<file path="src/rtl/cos_pkg.sv">
package cos_pkg;
  localparam int BUS_W = 32;
  localparam logic [2:0] WORD_RAW  = 3'd0;
  localparam logic [2:0] WORD_HI   = 3'd1;
  localparam logic [2:0] WORD_LO   = 3'd2;
  localparam logic [2:0] WORD_STAT = 3'd3;
  localparam logic [2:0] WORD_CTRL = 3'd4;
  localparam int CTRL_MODE_BIT = 1;
  localparam int CTRL_EN_BIT   = 2;
  typedef enum logic {MODE_EDGE = 1'b0, MODE_LEVEL = 1'b1} comb_mode_t;
endpackage

</file>
<file path="src/rtl/cos_sync.sv">
module cos_sync #(
  parameter int W      = 32,
  parameter int STAGES = 2
) (
  input  logic         clk,
  input  logic         rst,
  input  logic [W-1:0] async_in,
  output logic [W-1:0] cur,
  output logic [W-1:0] prev
);
  logic [W-1:0] pipe [STAGES];

  generate
    for (genvar s = 0; s < STAGES; s++) begin : g_stage
      if (s == 0) begin : g_first
        always_ff @(posedge clk) begin
          if (rst) pipe[0] <= '0;
          else     pipe[0] <= async_in;
        end
      end else begin : g_next
        always_ff @(posedge clk) begin
          if (rst) pipe[s] <= '0;
          else     pipe[s] <= pipe[s-1];
        end
      end
    end
  endgenerate

  always_ff @(posedge clk) begin
    if (rst) prev <= '0;
    else     prev <= pipe[STAGES-1];
  end

  assign cur = pipe[STAGES-1];
endmodule

</file>
<file path="src/rtl/cos_detect.sv">
module cos_detect
  import cos_pkg::*;
#(
  parameter int N = 16
) (
  input  logic         clk,
  input  logic         rst,
  input  logic         en,
  input  comb_mode_t   mode,
  input  logic [N-1:0] sel_hi,
  input  logic [N-1:0] sel_lo,
  input  logic [N-1:0] cur,
  input  logic [N-1:0] prev,
  output logic [N-1:0] hit
);
  logic [N-1:0] edge_hit;
  logic [N-1:0] lvl_ok;
  logic [N-1:0] sel;
  logic         all_met;
  logic         armed;
  logic         fire;

  generate
    for (genvar i = 0; i < N; i++) begin : g_ch
      assign edge_hit[i] = (sel_hi[i] & cur[i] & ~prev[i]) |
                           (sel_lo[i] & ~cur[i] & prev[i]);
      assign lvl_ok[i]   = (sel_hi[i] & cur[i]) | (sel_lo[i] & ~cur[i]);
    end
  endgenerate

  assign sel     = sel_hi | sel_lo;
  assign all_met = (|sel) && (&(lvl_ok | ~sel));
  assign fire    = en && (mode == MODE_LEVEL) && all_met && armed;

  // re-arm only once the combined condition has dropped
  always_ff @(posedge clk) begin
    if (rst)           armed <= 1'b1;
    else if (!all_met) armed <= 1'b1;
    else if (fire)     armed <= 1'b0;
  end

  always_comb begin
    hit = '0;
    if (en) begin
      if (mode == MODE_EDGE) hit = edge_hit;
      else if (fire)         hit = sel;
    end
  end

  assert_level_one_shot_R8: assert property (@(posedge clk) disable iff (rst)
    (mode == MODE_LEVEL && hit != '0) |=> !(mode == MODE_LEVEL && hit != '0));

  assert_quiet_when_off_R11: assert property (@(posedge clk) disable iff (rst)
    !en |-> hit == '0);

  assert_edge_needs_change_R4: assert property (@(posedge clk) disable iff (rst)
    (en && mode == MODE_EDGE) |-> (hit & ~(cur ^ prev)) == '0);
endmodule

</file>
<file path="src/rtl/cos_irq_ctrl.sv">
module cos_irq_ctrl
  import cos_pkg::*;
#(
  parameter int N_IN        = 32,
  parameter int N_IRQ       = 16,
  parameter int SYNC_STAGES = 2,
  parameter int AW          = 5
) (
  input  logic             clk,
  input  logic             rst,
  input  logic [N_IN-1:0]  din,
  input  logic [AW-1:0]    bus_addr,
  input  logic             bus_wr,
  input  logic             bus_rd,
  input  logic [BUS_W-1:0] bus_wdata,
  output logic [BUS_W-1:0] bus_rdata,
  output logic             irq_o
);
  localparam int PAD_IN  = BUS_W - N_IN;
  localparam int PAD_IRQ = BUS_W - N_IRQ;

  logic [N_IN-1:0]  in_cur, in_prev;
  logic [N_IRQ-1:0] sel_hi, sel_lo, status, hit;
  logic             ctrl_en;
  comb_mode_t       ctrl_mode;
  logic [2:0]       word;
  logic             stat_rd;

  assign word    = bus_addr[4:2];
  assign stat_rd = bus_rd && (word == WORD_STAT);

  cos_sync #(.W(N_IN), .STAGES(SYNC_STAGES)) u_sync (
    .clk(clk), .rst(rst), .async_in(din), .cur(in_cur), .prev(in_prev)
  );

  cos_detect #(.N(N_IRQ)) u_detect (
    .clk(clk), .rst(rst), .en(ctrl_en), .mode(ctrl_mode),
    .sel_hi(sel_hi), .sel_lo(sel_lo),
    .cur(in_cur[N_IRQ-1:0]), .prev(in_prev[N_IRQ-1:0]), .hit(hit)
  );

  always_ff @(posedge clk) begin
    if (rst) begin
      sel_hi    <= '0;
      sel_lo    <= '0;
      ctrl_en   <= 1'b0;
      ctrl_mode <= MODE_EDGE;
    end else if (bus_wr) begin
      case (word)
        WORD_HI:   sel_hi <= bus_wdata[N_IRQ-1:0];
        WORD_LO:   sel_lo <= bus_wdata[N_IRQ-1:0];
        WORD_CTRL: begin
          ctrl_en   <= bus_wdata[CTRL_EN_BIT];
          ctrl_mode <= comb_mode_t'(bus_wdata[CTRL_MODE_BIT]);
        end
        default: ;
      endcase
    end
  end

  always_ff @(posedge clk) begin
    if (rst) status <= '0;
    else     status <= (stat_rd ? '0 : status) | hit;
  end

  always_ff @(posedge clk) begin
    if (rst) irq_o <= 1'b0;
    else     irq_o <= (|status) & ctrl_en;
  end

  always_ff @(posedge clk) begin
    if (rst) bus_rdata <= '0;
    else if (bus_rd) begin
      case (word)
        WORD_RAW:  bus_rdata <= {{PAD_IN{1'b0}}, in_cur};
        WORD_HI:   bus_rdata <= {{PAD_IRQ{1'b0}}, sel_hi};
        WORD_LO:   bus_rdata <= {{PAD_IRQ{1'b0}}, sel_lo};
        WORD_STAT: bus_rdata <= {{PAD_IRQ{1'b0}}, status};
        WORD_CTRL: begin
          bus_rdata <= '0;
          bus_rdata[CTRL_EN_BIT]   <= ctrl_en;
          bus_rdata[CTRL_MODE_BIT] <= ctrl_mode;
        end
        default:   bus_rdata <= '0;
      endcase
    end
  end

  logic unused_bits;
  assign unused_bits = ^{bus_addr[1:0], bus_wdata, in_prev};

  assert_irq_needs_enable_R11: assert property (@(posedge clk) disable iff (rst)
    irq_o |-> $past(ctrl_en));

  assert_read_clears_R10: assert property (@(posedge clk) disable iff (rst)
    (stat_rd && hit == '0) |=> status == '0);

  assert_status_sticky_R10: assert property (@(posedge clk) disable iff (rst)
    !stat_rd |=> (status & $past(status)) == $past(status));
endmodule

</file>
<file path="config.mk">
export PLATFORM = sky130hd
export DESIGN_NAME = cos_irq_ctrl
export DESIGN_NICKNAME = d
export VERILOG_FILES = /design/src/rtl/cos_pkg.sv /design/src/rtl/cos_sync.sv /design/src/rtl/cos_detect.sv /design/src/rtl/cos_irq_ctrl.sv
export SDC_FILE = /design/constraint.sdc
export NUM_CORES = 1
export LEC_CHECK = 0
export BUFFER_PORTS_ARGS = -buffer_cell sky130_fd_sc_hd__buf_2
export CELL_PAD_IN_SITES_DETAIL_PLACEMENT = 0
export CELL_PAD_IN_SITES_GLOBAL_PLACEMENT = 1
export CORE_MARGIN = 2
export CORE_UTILIZATION = 43
export CTS_CLUSTER_SIZE = 20
export DETAILED_ROUTE_END_ITERATION = 7
export PLACE_DENSITY_LB_ADDON = 0.1
export SLEW_MARGIN = 0
export SYNTH_ARGS = -nofsm -noshare
export SYNTH_HDL_FRONTEND = slang
export SYNTH_HIERARCHICAL = 1
export SYNTH_SLANG_ARGS = --single-unit
</file>
<file path="constraint.sdc">
create_clock -name clk -period 2.21 [get_ports clk]
set_clock_uncertainty 0.05 [all_clocks]
set_input_delay 0.221 -clock clk [delete_from_list [all_inputs] [get_ports clk]]
set_output_delay 0.221 -clock clk [all_outputs]
set_load 0.01 [all_outputs]
</file>
==> reports/metrics.cfg <==
[sta]
relSlewSlack=0.437
hold_ws_ns=0.0147
tightest_slew_ns=0.842
drv_slew=0
tns_ns=0
period_minus_slack_ns=1.94
setup_viol=0
rsz0062_at_grt=no
fmax_ghz=0.515
min_period_over_period=0.879
timing.final.hold_violations=0

[clock_network]
clockBufferDepth=2
clock_sinks=164
htreeDepth=4
cts_resized=0
cts_inserted_buffers=17
cts_tree=built
clk_pin_slew_ns=0.06
clk_latency_ns=0.42
root_buffer=clkbuf_16

[global_route]
overflow=0
grt_pass1_vias=4997
antenna_found_initial=0
grt_max_degree=91
grt_pass1_wl_mm=26.4
grtUsageTotal=0.208

[worst_hold_path]
hp-start=bus_wdata[12]
hold_path.class=input pin to flip-flop
whs_endpoint=sel_lo[12]$_SDFFE_PP0P_
hold_depth=3

[status]
status=finished, final reports clean

[power_and_ir_drop]
power.density_nw_per_um2=803
p_int_mw=5.08
peakVddDrop_v=0.000597
combPwrFrac=0.066
seq_power_share=0.471
p_leak_nw=3.13
p_sw_mw=1.48
clkPwrFrac=0.463
p_sw_frac=0.225

[worst_setup_path]
worst-path-max-fanout=16
cp-end-kind=flip-flop
cp.arrival_ns=2.25
crit_required_ns=2.51
crit_path_start_kind=flip-flop
reg2reg_depth=8
r2r_setup_slack_ns=0.27
r2r_start=u_sync/pipe[1][1]$_SDFF_PP0_
path_class=flip-flop to flip-flop
timing.rr.end=status[0]$_SDFF_PP0_

[floorplan]
design.core.area_um2=15100
dieHeight_um=128
rows=45
io_pins=106
initial_core_util=0.438
fp.dieArea_um2=16400
die_w_um=128

[placement]
port_buffers=87
gp_congestion=0.812
hpwl_mm=10.9
place_inst=965

[drt]
drcViolationCount=0
routedWlPerCell_um=16.2
via_per_inst=5.19
wirelength_mm=16.8
firstDrtPassIters=5
dr_total_vias=5384
drtIter0Drc=319
postRouteAntennaNets=0

[finish]
final_core_util=0.539
area_growth_pct=23.1
num-nets-final=910
diodes=0
layout-drive-gt1-share=0.170
final-instance-count-excl-fill=1037

[yosys]
synth.yosys.warnings=6
synth_cells=725
synth_area_um2=6630
avgSynthCellArea_um2=9.15
synth_fp_nets=798

[run]
cap_violations=0

[layer usage]
metal	up-vias	share of wire	wire length (um)	track usage
li1	2715	-	-	-
met5	-	0	0	0
met4	0	0.027	449	0.0983
met2	153	0.43	7260	0.308
met1	2478	0.50	8360	0.292
met3	38	0.042	696	0.0367
[through the flow]
stage               area (um^2)  power (mW)  setup WS (ns)
global placement           7150        3.52          0.340
CTS                        8170        6.61          0.288
floorplan                  6630        3.39          0.488
detailed placement         7150        3.53          0.315
finish                     8170        6.56          0.267
global route               8170        6.79          0.107
[power groups by stage]
stage                     combinational (mW)  clock [mW]  sequential (mW)
after floorplan                        0.249           0             3.14
after global placement                 0.370           0             3.15
after detailed placement               0.378           0             3.15
after CTS                              0.433        3.09             3.09
after global routing                   0.472        3.22             3.10
final                                  0.434        3.04             3.09
[timing repair]
| item | 4_1_cts | 5_1_grt |
|---|---|---|
| hold buffers | 41 | 0 |
| buffers inserted | 0 | 0 |
| endpoints found under the hold margin | 47 | 0 |
[how the worst max path moves through the flow]
stage                                        endpoint  depth (start not counted)                          from
after floorplan           u_detect/armed$_SDFFE_PP1N_                          5       sel_lo[14]$_SDFFE_PP0P_
after global placement    u_detect/armed$_SDFFE_PP1N_                          5        sel_hi[1]$_SDFFE_PP0P_
after detailed placement         status[2]$_SDFF_PP0_                          8        sel_hi[1]$_SDFFE_PP0P_
after CTS                        status[0]$_SDFF_PP0_                          8        sel_hi[1]$_SDFFE_PP0P_
after global routing             status[1]$_SDFF_PP0_                          8        sel_hi[1]$_SDFFE_PP0P_
final                            status[0]$_SDFF_PP0_                          8  u_sync/pipe[1][1]$_SDFF_PP0_
[final cells by class]
| type | count | area, um^2 |
|---|---|---|
| clock buffers | 21 | 460 |
| clock inverters | 10 | 148 |
| fillers | 1352 | 6980 |
| multi-input cells | 514 | 3080 |
| flip-flops and latches | 164 | 3280 |
| well taps | 188 | 235 |
| repair buffers | 140 | 963 |
[sequential cells by signal (all words and copies together) (netlist names)]
register	flops
status	16
sel_hi	16
bus_rdata	32
ctrl_mode	1
ctrl_en	1
sel_lo	16
u_sync/prev	16
u_detect/armed	1
irq_o	1
u_sync/pipe	64
[worst max-delay path, cell delays in order, from the launching register on]
cell,delay (ns)
dfxtp_1,0.45
or2b_1,0.14
o21ai_1,0.11
nor4_2,0.39
nand4_2,0.15
buf_4,0.24
o21ai_0,0.20
a21oi_1,0.06
nor2_1,0.10
[placed cells by master, fill, tap and decap left out, types with 4 or more instances in the layout]
master,n
o22ai_1,16
nand2b_1,16
nor2_1,38
clkbuf_16,17
a21oi_1,66
o21ai_0,28
dlygate4sd3_1,41
mux2i_1,31
nor2b_1,99
nand2_1,98
nor4_2,4
a22o_1,14
nand3b_1,30
o21ai_1,19
dfxtp_1,164
nor4_1,12
buf_2,86
o211ai_1,16
buf_4,11
(Power assumes the default switching activity.)
